File: src/rtl/llw_pkg.sv
package llw_pkg;
  localparam logic [31:0] START_CODE = 32'h0100_0401;
  localparam int          TERM_BIT   = 23;
  localparam int          CNT_W      = 8;

  typedef enum logic [2:0] {
    S_IDLE, S_CHECK, S_HDR_REQ, S_HDR_WAIT, S_PAY_REQ, S_PAY_WAIT, S_PAY_OUT, S_NEXT
  } walk_state_e;

  typedef enum logic [1:0] {
    END_NORMAL = 2'd0,
    END_LOOP   = 2'd1,
    END_LIMIT  = 2'd2
  } end_cause_e;
endpackage

File: src/rtl/llw_loop_guard.sv
module llw_loop_guard #(
  parameter int MEM_AW = 21
) (
  input  logic              clk_i,
  input  logic              rst_ni,
  input  logic              clear_i,
  input  logic              visit_i,
  input  logic [MEM_AW-1:0] node_i,
  output logic              hit_o
);
  logic [MEM_AW-1:0] last_q, low_q, high_q;

  assign hit_o = (node_i == low_q) || (node_i == high_q);

  always_ff @(posedge clk_i or negedge rst_ni) begin
    if (!rst_ni) begin
      last_q <= '1;
      low_q  <= '1;
      high_q <= '1;
    end else if (clear_i) begin
      last_q <= '1;
      low_q  <= '1;
      high_q <= '1;
    end else if (visit_i) begin
      if (node_i < last_q) low_q <= node_i;
      else                 high_q <= node_i;
      last_q <= node_i;
    end
  end

  // the walker never records a node that the guard flags
  p_no_visit_on_hit_r7: assert property (@(posedge clk_i) disable iff (!rst_ni)
    visit_i |-> !hit_o);
  // a recorded node is caught if presented again next cycle
  p_visit_recorded_r7: assert property (@(posedge clk_i) disable iff (!rst_ni)
    (visit_i && !clear_i) |=> (($past(node_i) != node_i) || hit_o || clear_i));
endmodule

File: src/rtl/llw_walk_fsm.sv
module llw_walk_fsm
  import llw_pkg::*;
#(
  parameter int AW         = 24,
  parameter int DW         = 32,
  parameter int MEM_AW     = 21,
  parameter int NODE_LIMIT = 2000000
) (
  input  logic              clk_i,
  input  logic              rst_ni,
  input  logic              start_i,
  input  logic [MEM_AW-1:0] start_node_i,
  output logic              mem_req_o,
  output logic [MEM_AW-1:0] mem_addr_o,
  input  logic              mem_rvalid_i,
  input  logic [DW-1:0]     mem_rdata_i,
  output logic              out_valid_o,
  output logic [DW-1:0]     out_data_o,
  input  logic              out_ready_i,
  input  logic              guard_hit_i,
  output logic              guard_visit_o,
  output logic              guard_clear_o,
  output logic [MEM_AW-1:0] guard_node_o,
  output logic              busy_o,
  output logic              done_o,
  output end_cause_e        done_cause_o,
  output logic [AW-1:0]     done_ptr_o
);
  localparam int CW = $clog2(NODE_LIMIT + 1);
  localparam logic [MEM_AW-1:0] NODE_MASK = {{(MEM_AW-2){1'b1}}, 2'b00};
  localparam logic [MEM_AW-1:0] WORD_STEP = MEM_AW'(4);

  walk_state_e       state_q, state_d;
  logic [MEM_AW-1:0] node_q, node_d;
  logic [MEM_AW-1:0] waddr_q, waddr_d;
  logic [CNT_W-1:0]  left_q, left_d;
  logic [AW-1:0]     next_q, next_d;
  logic [DW-1:0]     data_q, data_d;
  logic [CW-1:0]     nodes_q, nodes_d;
  logic              at_limit;

  assign at_limit     = (nodes_q == CW'(NODE_LIMIT));
  assign busy_o       = (state_q != S_IDLE);
  assign mem_req_o    = (state_q == S_HDR_REQ) || (state_q == S_PAY_REQ);
  assign mem_addr_o   = (state_q == S_HDR_REQ) ? node_q : waddr_q;
  assign out_valid_o  = (state_q == S_PAY_OUT);
  assign out_data_o   = data_q;
  assign guard_node_o = node_q;
  assign guard_clear_o = (state_q == S_IDLE) && start_i;
  assign guard_visit_o = (state_q == S_CHECK) && !at_limit && !guard_hit_i;

  always_comb begin
    state_d      = state_q;
    node_d       = node_q;
    waddr_d      = waddr_q;
    left_d       = left_q;
    next_d       = next_q;
    data_d       = data_q;
    nodes_d      = nodes_q;
    done_o       = 1'b0;
    done_cause_o = END_NORMAL;
    done_ptr_o   = {{(AW-MEM_AW){1'b0}}, node_q};
    unique case (state_q)
      S_IDLE: if (start_i) begin
        node_d  = start_node_i & NODE_MASK;
        nodes_d = '0;
        state_d = S_CHECK;
      end
      S_CHECK: begin
        if (at_limit) begin
          done_o       = 1'b1;
          done_cause_o = END_LIMIT;
          state_d      = S_IDLE;
        end else if (guard_hit_i) begin
          done_o       = 1'b1;
          done_cause_o = END_LOOP;
          state_d      = S_IDLE;
        end else begin
          nodes_d = nodes_q + 1'b1;
          state_d = S_HDR_REQ;
        end
      end
      S_HDR_REQ: state_d = S_HDR_WAIT;
      S_HDR_WAIT: if (mem_rvalid_i) begin
        left_d  = mem_rdata_i[DW-1 -: CNT_W];
        next_d  = mem_rdata_i[AW-1:0];
        waddr_d = node_q + WORD_STEP;
        state_d = (mem_rdata_i[DW-1 -: CNT_W] == '0) ? S_NEXT : S_PAY_REQ;
      end
      S_PAY_REQ: state_d = S_PAY_WAIT;
      S_PAY_WAIT: if (mem_rvalid_i) begin
        data_d  = mem_rdata_i;
        state_d = S_PAY_OUT;
      end
      S_PAY_OUT: if (out_ready_i) begin
        left_d  = left_q - 1'b1;
        waddr_d = waddr_q + WORD_STEP;
        state_d = (left_q == CNT_W'(1)) ? S_NEXT : S_PAY_REQ;
      end
      S_NEXT: begin
        if (next_q[TERM_BIT]) begin
          done_o       = 1'b1;
          done_cause_o = END_NORMAL;
          done_ptr_o   = next_q;
          state_d      = S_IDLE;
        end else begin
          node_d  = next_q[MEM_AW-1:0] & NODE_MASK;
          state_d = S_CHECK;
        end
      end
      default: state_d = S_IDLE;
    endcase
  end

  always_ff @(posedge clk_i or negedge rst_ni) begin
    if (!rst_ni) begin
      state_q <= S_IDLE;
      node_q  <= '0;
      waddr_q <= '0;
      left_q  <= '0;
      next_q  <= '0;
      data_q  <= '0;
      nodes_q <= '0;
    end else begin
      state_q <= state_d;
      node_q  <= node_d;
      waddr_q <= waddr_d;
      left_q  <= left_d;
      next_q  <= next_d;
      data_q  <= data_d;
      nodes_q <= nodes_d;
    end
  end

  p_out_hold_r4: assert property (@(posedge clk_i) disable iff (!rst_ni)
    (out_valid_o && !out_ready_i) |=> (out_valid_o && $stable(out_data_o)));
  p_single_req_r11: assert property (@(posedge clk_i) disable iff (!rst_ni)
    mem_req_o |=> !mem_req_o);
  p_rvalid_expected_r11: assert property (@(posedge clk_i) disable iff (!rst_ni)
    mem_rvalid_i |-> (state_q == S_HDR_WAIT || state_q == S_PAY_WAIT));
  p_req_aligned_r2: assert property (@(posedge clk_i) disable iff (!rst_ni)
    mem_req_o |-> (mem_addr_o[1:0] == 2'b00));
  p_node_cap_r8: assert property (@(posedge clk_i) disable iff (!rst_ni)
    nodes_q <= CW'(NODE_LIMIT));
  p_term_ptr_r6: assert property (@(posedge clk_i) disable iff (!rst_ni)
    (done_o && done_cause_o == END_NORMAL) |-> done_ptr_o[TERM_BIT]);
endmodule

File: src/rtl/llw_walker.sv
module llw_walker
  import llw_pkg::*;
#(
  parameter int AW         = 24,
  parameter int DW         = 32,
  parameter int MEM_AW     = 21,
  parameter int NODE_LIMIT = 2000000
) (
  input  logic              clk_i,
  input  logic              rst_ni,
  input  logic              ctrl_wr_i,
  input  logic [31:0]       ctrl_wdata_i,
  input  logic              addr_wr_i,
  input  logic [AW-1:0]     addr_wdata_i,
  output logic [AW-1:0]     addr_o,
  output logic              busy_o,
  output logic              irq_o,
  output logic [1:0]        end_cause_o,
  output logic              mem_req_o,
  output logic [MEM_AW-1:0] mem_addr_o,
  input  logic              mem_rvalid_i,
  input  logic [DW-1:0]     mem_rdata_i,
  output logic              out_valid_o,
  output logic [DW-1:0]     out_data_o,
  input  logic              out_ready_i
);
  logic [AW-1:0]     addr_q;
  logic              irq_q;
  end_cause_e        cause_q;
  logic              start;
  logic              busy;
  logic              done;
  end_cause_e        done_cause;
  logic [AW-1:0]     done_ptr;
  logic              g_hit, g_visit, g_clear;
  logic [MEM_AW-1:0] g_node;

  assign start = ctrl_wr_i && (ctrl_wdata_i == START_CODE) && !busy;

  llw_walk_fsm #(
    .AW(AW), .DW(DW), .MEM_AW(MEM_AW), .NODE_LIMIT(NODE_LIMIT)
  ) u_fsm (
    .clk_i        (clk_i),
    .rst_ni       (rst_ni),
    .start_i      (start),
    .start_node_i (addr_q[MEM_AW-1:0]),
    .mem_req_o    (mem_req_o),
    .mem_addr_o   (mem_addr_o),
    .mem_rvalid_i (mem_rvalid_i),
    .mem_rdata_i  (mem_rdata_i),
    .out_valid_o  (out_valid_o),
    .out_data_o   (out_data_o),
    .out_ready_i  (out_ready_i),
    .guard_hit_i  (g_hit),
    .guard_visit_o(g_visit),
    .guard_clear_o(g_clear),
    .guard_node_o (g_node),
    .busy_o       (busy),
    .done_o       (done),
    .done_cause_o (done_cause),
    .done_ptr_o   (done_ptr)
  );

  llw_loop_guard #(.MEM_AW(MEM_AW)) u_guard (
    .clk_i  (clk_i),
    .rst_ni (rst_ni),
    .clear_i(g_clear),
    .visit_i(g_visit),
    .node_i (g_node),
    .hit_o  (g_hit)
  );

  always_ff @(posedge clk_i or negedge rst_ni) begin
    if (!rst_ni) begin
      addr_q  <= '0;
      irq_q   <= 1'b0;
      cause_q <= END_NORMAL;
    end else begin
      irq_q <= done;
      if (done) begin
        addr_q  <= done_ptr;
        cause_q <= done_cause;
      end else if (addr_wr_i && !busy) begin
        addr_q <= addr_wdata_i;
      end
    end
  end

  assign addr_o      = addr_q;
  assign busy_o      = busy;
  assign irq_o       = irq_q;
  assign end_cause_o = cause_q;

  p_irq_pulse_r9: assert property (@(posedge clk_i) disable iff (!rst_ni)
    irq_o |=> !irq_o);
  p_irq_on_fall_r9: assert property (@(posedge clk_i) disable iff (!rst_ni)
    $fell(busy_o) |-> irq_o);
  p_irq_idle_r9: assert property (@(posedge clk_i) disable iff (!rst_ni)
    irq_o |-> !busy_o);
  p_addr_frozen_r10: assert property (@(posedge clk_i) disable iff (!rst_ni)
    (busy_o && $past(busy_o)) |-> $stable(addr_o));
  p_idle_quiet_r1: assert property (@(posedge clk_i) disable iff (!rst_ni)
    !busy_o |-> (!mem_req_o && !out_valid_o));
endmodule

File: config.mk
export PLATFORM = sky130hd
export DESIGN_NAME = llw_walker
export DESIGN_NICKNAME = d
export VERILOG_FILES = /design/src/rtl/llw_pkg.sv /design/src/rtl/llw_loop_guard.sv /design/src/rtl/llw_walk_fsm.sv /design/src/rtl/llw_walker.sv
export SDC_FILE = /design/constraint.sdc
export NUM_CORES = 1
export LEC_CHECK = 0
export BUFFER_PORTS_ARGS = -buffer_cell sky130_fd_sc_hd__buf_2
export CAP_MARGIN = 5
export CELL_PAD_IN_SITES_DETAIL_PLACEMENT = 0
export CELL_PAD_IN_SITES_GLOBAL_PLACEMENT = 1
export CORE_MARGIN = 5
export CORE_UTILIZATION = 44
export DETAILED_ROUTE_END_ITERATION = 12
export PLACE_DENSITY = 0.92
export SLEW_MARGIN = 0
export SYNTH_ARGS = -nofsm -noshare
export SYNTH_HDL_FRONTEND = slang
export SYNTH_SLANG_ARGS = --single-unit
File: constraint.sdc
create_clock -name clk_i -period 3.25 [get_ports clk_i]
set_clock_uncertainty 0.2 [all_clocks]
set_input_delay 0.1625 -clock clk_i [delete_from_list [all_inputs] [get_ports clk_i]]
set_output_delay 0.1625 -clock clk_i [all_outputs]
set_load 0.05 [all_outputs]
==> results.yml, run 1 <==
yosys:
  ys.warnings.count: 0
  synthFlopType: "sky130_fd_sc_hd__dfrtp_1"
  muxShareOfSynthArea_pct: 6.51
  synth-async-reset-ratio_pct: 100
  synth_area_per_cell_um2: 8.94
  synth_register_bits: 213
  post_synth_edffs: 0
  post_synth_inst_count: 1375
  synth_xor_area_share_pct: 2.85
  post_synth_and_or_nand_nor_area_fraction_pct: 21.2
  synth.lib_cells_used.distinct: 74
  synthAdderAreaFrac_pct: 2.44
  dominant_combinational_cell_family_by_area_after_synthesis: "simple AND/OR/NAND/NOR gates"
  synth_area_um2: 12300
  synth.yosys.seq_area_share_pct: 44.0
  synth_compound_area_share_pct: 17.0
global_route:
  first_pass_grt_wire_length_um: 62200
  global_route.overflow_total: 0
  largest_net_degree_at_the_start_of_global_routing: 83
  vias_in_the_first_global_route: 11400
  number_of_antenna_violations_at_the_first_check_in_global_routing: 0
  track_usage_pct: 24.2
place:
  place.gp.congestion: 0.935
  placed_area_um2: 13600
  place.detailed.instances: 1869
  place_hpwl_um: 26700
  port_buffers: 174
  pre_cts_ws_ns: 0.294
cts:
  h-tree-depth: 1
  tritoncts_num_sinks: 213
  hold_buffers: 59
  tritoncts.num_buffers: 23
  cts-resized-gates: 0
  cts_root_buffer: "sky130_fd_sc_hd__clkbuf_16"
  cts-root-to-sink-buffers: 3
  cts_setup_buffers: 0
  worst_skew_pair.late_latency_ns: 0.52
  cts_tree: "done"
  clk_transition_reported_paths_ns: 0.06
finish:
  mostFrequentLayoutCell: "sky130_fd_sc_hd__nand2_1"
  fin_util_pct: 53.9
  number_of_standard_cells_in_the_final_layout_excluding_fillers: 1970
  number_of_antenna_diodes: 0
  final_layout_size_suffix_gt1_share_pct: 25.1
  most-common-layout-cells: "sky130_fd_sc_hd__nand2_1, sky130_fd_sc_hd__buf_2, sky130_fd_sc_hd__dfrtp_1"
  area_growth_syn_to_layout_pct: 21.5
  layout.filler_cells: 2464
  fin_nets: 1693
  final_cell_area_um2: 14900
floorplan:
  placeableCoreArea_um2: 27700
  initial_utilization_pct: 44.4
  fp.dieW_um: 177
  floorplan.rows: 61
  dieHeight_um: 177
  die_outline_area_um2: 31400
  design.portCount: 177
drt:
  detail_route.wl_per_cell_um: 19.6
  detail-route-antenna-nets: 0
  initial_drt_markers: 1034
  firstDrtPassIters: 5
  dr_total_vias: 11500
  vias_per_cell: 5.81
  final_routed_drc_violation_total: 0
  postRouteWirelength_um: 38500
worst_setup_path:
  rr_endpoint: "u_guard.high_q[14]$_DFFE_PN1P_"
  critPathLaunchType: "flip-flop"
  setup.reg_to_reg.worst_slack_ns: 0.23
  source_of_the_worst_register_to_register_timing_path: "u_fsm.guard_node_o[19]$_DFFE_PN0P_"
  criticalPathCategory: "flip-flop to flip-flop"
  r2r.worst_path.cells: 7
  cp.required_ns: 3.50
  critical_path.endpoint_type: "flip-flop"
  cp_data_arrival_time_ns: 3.27
  critical_path.max_fanout: 20
sta:
  maxSlewViolCount: 0
  timing.max_slew.rel_slack_pct: 40.9
  period_utilization_post_route_pct: 93.0
  setup_slack_ns: 0.229
  worst-slew-pin-transition_ns: 0.887
  report.final.hold_viol_count: 0
  rsz0062_at_grt: "false"
  fmax_mhz: 331
  layout_min_cycle_time_ns: 3.02
  final.setup.tns_ns: 0
  timing.final.setup_violations: 0
hold_path:
  hold-path-cell-count: 4
  min_to: "u_fsm.state_q[0]$_DFFE_PN0P_"
  worstHoldStart: "ctrl_wdata_i[27]"
  worst_hold_path_type: "primary input to flip-flop"
power_and_ir_drop:
  leakage_nw: 6.67
  power.density_nw_per_um2: 1080
  ir_drop_mv: 0.871
run_status:
  outcome: "finished clean"
job:
  cap_violations: 0
## cell usage after synthesis, types with 17 or more instances
cell type	n	area share, %
sky130_fd_sc_hd__nand2_1	181	5.5
sky130_fd_sc_hd__nand4_1	17	0.87
sky130_fd_sc_hd__o21ai_0	50	2.0
sky130_fd_sc_hd__dfrtp_1	153	31
sky130_fd_sc_hd__o31ai_1	27	1.6
sky130_fd_sc_hd__nand3_1	68	2.8
sky130_fd_sc_hd__a21oi_1	84	3.4
sky130_fd_sc_hd__inv_1	40	1.2
sky130_fd_sc_hd__mux2_2	47	4.3
sky130_fd_sc_hd__o22ai_1	27	1.4
sky130_fd_sc_hd__dfstp_2	60	13
sky130_fd_sc_hd__ha_1	24	2.4
sky130_fd_sc_hd__nor2_1	119	3.6
sky130_fd_sc_hd__nor3_1	54	2.2
sky130_fd_sc_hd__buf_2	48	2.0
sky130_fd_sc_hd__xor2_1	38	2.7
sky130_fd_sc_hd__a31oi_1	30	1.5
sky130_fd_sc_hd__clkbuf_1	50	1.5
sky130_fd_sc_hd__nor4_1	24	1.2
sky130_fd_sc_hd__a211oi_1	32	2.0
sky130_fd_sc_hd__mux2i_1	27	2.2
## area by class of cell
class | count | area, um2 | share of cell area, %
sequential | 213 | 5410 | 36.2
inverter | 42 | 158 | 1.06
timing repair buffer | 291 | 1940 | 13.0
clock inverter | 7 | 45.0 | 0.302
multi-input combinational | 1004 | 6180 | 41.4
tap | 378 | 473 | 3.17
clock buffer | 35 | 726 | 4.86
## through the flow
| stage | power, mW | hold WS (ns) |
|---|---|---|
| 2_1_floorplan | 11.0 | -0.333 |
| 3_3_place_gp | 13.1 | 0.0415 |
| 3_5_place_dp | 13.3 | 0.0430 |
| 4_1_cts | 16.0 | 0.00403 |
| 5_1_grt | 17.1 | 0.00174 |
| 6_report | 16.1 | 0.0183 |
## critical path: stages (launching register included)
cell                      delay (ns)
sky130_fd_sc_hd__dfrtp_1        0.57
sky130_fd_sc_hd__xor2_1         0.24
sky130_fd_sc_hd__nor4_1         0.42
sky130_fd_sc_hd__nand2_1        0.19
sky130_fd_sc_hd__o22a_1         0.56
sky130_fd_sc_hd__nand3_1        0.28
sky130_fd_sc_hd__buf_12         0.22
sky130_fd_sc_hd__mux2i_1        0.24
## routing by layer
layer,vias up,global-route usage (%),share of wire [%]
li1,5358,-,-
met1,5564,32.5,41
met2,450,40.0,48
met3,82,4.36,7.6
met4,0,7.67,3.3
met5,-,0,0
## state kept, by name, summed over array words and instances, names as in the netlist
| register | flops |
|---|---|
| u_guard.last_q | 20 |
| u_fsm.nodes_q | 21 |
| u_fsm.left_q | 8 |
| u_fsm.next_q | 24 |
| end_cause_o | 2 |
| u_fsm.waddr_q | 19 |
| u_guard.high_q | 20 |
| u_fsm.out_data_o | 32 |
| u_guard.low_q | 20 |
| irq_o | 1 |
| addr_o | 24 |
| u_fsm.state_q | 3 |
| u_fsm.guard_node_o | 19 |
## worst max-delay path by stage
stage                                                  start                        endpoint  slack, ns  cells after the start
after floorplan                 u_fsm.state_q[2]$_DFFE_PN0P_   u_fsm.waddr_q[10]$_DFFE_PN0P_       0.23                     13
after global placement    u_fsm.guard_node_o[19]$_DFFE_PN0P_   u_guard.high_q[9]$_DFFE_PN1P_       0.32                      7
after detailed placement  u_fsm.guard_node_o[16]$_DFFE_PN0P_  u_guard.high_q[14]$_DFFE_PN1P_       0.29                      7
after CTS                 u_fsm.guard_node_o[19]$_DFFE_PN0P_  u_guard.high_q[14]$_DFFE_PN1P_       0.25                      7
after global routing      u_fsm.guard_node_o[19]$_DFFE_PN0P_  u_guard.high_q[14]$_DFFE_PN1P_       0.05                      7
final                     u_fsm.guard_node_o[19]$_DFFE_PN0P_  u_guard.high_q[14]$_DFFE_PN1P_       0.23                      7
## report_power, final
part           switching [mW]  internal [mW]
Combinational            5.23           2.71
Clock                    1.12           1.55
Sequential               1.36           4.14
## logic make-up after synthesis
family | after synthesis
compound gates | 322
xor+xnor | 40
fa+ha+maj | 24
buf+inv | 159
flops | 213
mux | 74
other cells | 1
simple gates | 542
Power figures use the tool's default switching activity.
==> run 2, diff against run 1 <==
ABC_AREA = 1   (was unset)
CORE_UTILIZATION = 42   (was 44)
==> run 2 against run 1 <==
  * Via count increased by 3.9%
  * Clock power grew 17%
  * Critical endpoint is now mem_addr_o[6]
  * Core utilization shrank 1.6 points
  * Worst hold slack gained 0.025 ns
  * Count of clock-buffer cells in the layout down 2
  * Cell area up 0.32%
  * Highest routed layer unchanged
==> results.yml, run 2 <==
drt:
  final_routed_drc_violation_total: 0
  detail-route-antenna-nets: 0
  initial_drt_markers: 924
  dr_total_vias: 11900
  vias_per_cell: 5.09
  firstDrtPassIters: 7
  postRouteWirelength_um: 38700
  detail_route.wl_per_cell_um: 16.5
sta:
  timing.max_slew.rel_slack_pct: 50.0
  maxSlewViolCount: 0
  layout_min_cycle_time_ns: 2.89
  final.setup.tns_ns: 0
  hold_slack_ns: 0.0433
  timing.final.setup_violations: 0
  worst-slew-pin-transition_ns: 0.749
  fmax_mhz: 346
  rsz0062_at_grt: "false"
  report.final.hold_viol_count: 0
  period_utilization_post_route_pct: 88.9
place:
  port_buffers: 174
  place_hpwl_um: 27700
  place.gp.congestion: 0.941
yosys:
  post_synth_and_or_nand_nor_area_fraction_pct: 30.6
  synthFlopType: "sky130_fd_sc_hd__dfrtp_1"
  synth_area_per_cell_um2: 7.09
  synth_area_leaders: "sky130_fd_sc_hd__dfrtp_1, sky130_fd_sc_hd__nand2_1, sky130_fd_sc_hd__dfstp_2, sky130_fd_sc_hd__o21ai_0, sky130_fd_sc_hd__inv_1"
  synth.lib_cells_used.distinct: 42
  synth_compound_area_share_pct: 11.3
  muxShareOfSynthArea_pct: 0
  synth_register_bits: 213
  synth_area_um2: 12100
  synth-async-reset-ratio_pct: 100
  yosysTopAreaCellShare_pct: 31.5
  post_synth_inst_count: 1713
  synth.yosys.seq_area_share_pct: 44.5
  synth_xor_area_share_pct: 1.59
  post_synth_edffs: 0
  synthAdderAreaFrac_pct: 2.47
  dominant_combinational_cell_family_by_area_after_synthesis: "simple AND/OR/NAND/NOR gates"
  synth_common_cells: "sky130_fd_sc_hd__nand2_1, sky130_fd_sc_hd__o21ai_0, sky130_fd_sc_hd__inv_1, sky130_fd_sc_hd__dfrtp_1, sky130_fd_sc_hd__nor2_1"
  ys.warnings.count: 0
  post-synth-top-area-cell: "sky130_fd_sc_hd__dfrtp_1"
  yosysMostFrequentCell: "sky130_fd_sc_hd__nand2_1"
power_and_ir_drop:
  clkPwrFrac_pct: 20.2
  p_int_mw: 7.96
  power.density_nw_per_um2: 1030
  power.net_switching_mw: 7.52
  seq_power_share_pct: 32.3
  ir_drop_mv: 0.758
  switching_share_pct: 48.6
  combinationalPowerShare_pct: 47.5
  leakage_nw: 7.63
finish:
  most-common-layout-cells: "sky130_fd_sc_hd__nand2_1, sky130_fd_sc_hd__o21ai_0, sky130_fd_sc_hd__inv_1"
  register_area_um2: 5410
  final_layout_size_suffix_gt1_share_pct: 17.5
  flip_flop_count_of_the_largest_register_all_copies_and_words_added: 32
  layout.filler_cells: 2732
  number_of_antenna_diodes: 0
  mostFrequentLayoutCell: "sky130_fd_sc_hd__nand2_1"
  fin_util_pct: 52.3
  area_growth_syn_to_layout_pct: 23.3
  multi_input_comb_area_um2: 5610
  fin_nets: 2053
global_route:
  track_usage_pct: 23.2
  global_route.overflow_total: 0
  gr-usage-met3_pct: 4.04
  number_of_antenna_violations_at_the_first_check_in_global_routing: 0
  largest_net_degree_at_the_start_of_global_routing: 83
  grt_util_met1_pct: 30.8
  gr-usage-met2_pct: 38.6
  first_pass_grt_wire_length_um: 62600
  grt_most_used_layer: "met2"
  vias_in_the_first_global_route: 11800
cts:
  tritoncts_num_sinks: 213
  worst_skew_pair.late_latency_ns: 0.54
  tritoncts.num_buffers: 25
  clk_transition_reported_paths_ns: 0.06
  cts_root_buffer: "sky130_fd_sc_hd__clkbuf_16"
  cts_tree: "done"
  cts-root-to-sink-buffers: 3
  h-tree-depth: 1
worst_setup_path:
  criticalPathCategory: "flip-flop to output pin"
  critical_path.endpoint_type: "output pin"
  critical_path.max_fanout: 34
  critPathLaunchType: "flip-flop"
  cp.required_ns: 2.89
  cp_data_arrival_time_ns: 2.53
run_status:
  outcome: "finished clean"
job:
  cap_violations: 0
floorplan:
  placeableCoreArea_um2: 28600
  dieHeight_um: 180
  die_outline_area_um2: 32400
  floorplan.rows: 62
  fp.dieW_um: 180
  design.portCount: 177
  initial_utilization_pct: 42.4
hold_path:
  worst_hold_path_type: "primary input to flip-flop"
[run 2: changes by cell type after synthesis, moves of 29 or more]
cell                       before  now
sky130_fd_sc_hd__a211oi_1      32    0
sky130_fd_sc_hd__o21ai_0       50  202
sky130_fd_sc_hd__inv_1         40  196
sky130_fd_sc_hd__a31oi_1       30    1
sky130_fd_sc_hd__mux2_2        47    0
sky130_fd_sc_hd__nand2_1      181  588
sky130_fd_sc_hd__a21oi_1       84   31
[run 2: area by class of cell]
| type | instances | area share, % |
|---|---|---|
| inverter | 213 | 5.36 |
| timing repair buffer | 267 | 11.8 |
| clock inverter | 13 | 1.58 |
| tap | 384 | 3.21 |
| sequential | 213 | 36.1 |
| clock buffer | 33 | 4.44 |
| multi-input combinational | 1215 | 37.5 |
[run 2: critical path: stages, from the launching register on]
cell,delay [ns]
sky130_fd_sc_hd__dfrtp_1,0.54
sky130_fd_sc_hd__inv_1,0.09
sky130_fd_sc_hd__nor3_2,0.18
sky130_fd_sc_hd__buf_4,0.40
sky130_fd_sc_hd__nand2_1,0.22
sky130_fd_sc_hd__o21ai_0,0.21
sky130_fd_sc_hd__buf_2,0.34
[run 2: per-layer routing]
layer	vias up	routed length (um)
met5	-	0
met4	0	1380
met3	86	2460
met2	382	18000
met1	5571	16800
li1	5860	-
[run 2: path summary, 6_finish.rpt]
| check | from | end | slack [ns] | depth (start not counted) |
|---|---|---|---|---|
| worst min-delay path | addr_wr_i | addr_o[10]$_DFFE_PN0P_ | 0.04 | 6 |
| worst max-delay path | u_fsm.state_q[1]$_DFFE_PN0P_ | mem_addr_o[6] | 0.36 | 6 |
| worst min register to register | u_fsm.next_q[1]$_DFFE_PN0P_ | u_fsm.next_q[1]$_DFFE_PN0P_ | 0.28 | 2 |
| min in group asynchronous | rst_ni | u_fsm.waddr_q[13]$_DFFE_PN0P_ | 0.05 | 2 |
| worst max register to register | u_fsm.state_q[0]$_DFFE_PN0P_ | u_fsm.waddr_q[14]$_DFFE_PN0P_ | 0.43 | 13 |
| max in group asynchronous | rst_ni | u_fsm.left_q[0]$_DFFE_PN0P_ | 1.95 | 3 |
[run 2: through the flow]
step / instance area, um2 / instances / setup WS, ns / power, mW
after floorplan: 12200 / 1714 / 0.556 / 10.1
after global placement: 13400 / 2229 / 0.377 / 12.1
after detailed placement: 13400 / 2229 / 0.442 / 12.3
after CTS: 15000 / 2338 / 0.345 / 15.5
after global routing: 15000 / 2338 / 0.187 / 16.5
final: 15000 / 2338 / 0.361 / 15.5
[run 2: what timing repair did]
action	CTS	global route
resized for setup	0	0
endpoints found under the hold margin	168	0
setup buffers	0	0
hold buffers	63	0
[run 2: cell families (layout without fill, tap and decap cells)]
family / after synthesis / in the layout
buffers and inverters: 286 / 526
flip-flops: 213 / 213
adder cells (fa/ha/maj): 24 / 24
AND/OR/NAND/NOR: 899 / 899
other: 1 / 2
XOR/XNOR: 22 / 22
AO/OA/AOI/OAI: 268 / 268
[run 2: power by group through the flow]
| stage | logic [mW] | registers [mW] | clock network [mW] |
|---|---|---|---|
| 3_5_place_dp | 7.26 | 4.99 | 0 |
| 3_3_place_gp | 7.15 | 4.97 | 0 |
| 5_1_grt | 8.12 | 5.13 | 3.28 |
| 2_1_floorplan | 4.32 | 5.75 | 0 |
| 6_report | 7.35 | 5.01 | 3.12 |
| 4_1_cts | 7.35 | 4.97 | 3.17 |
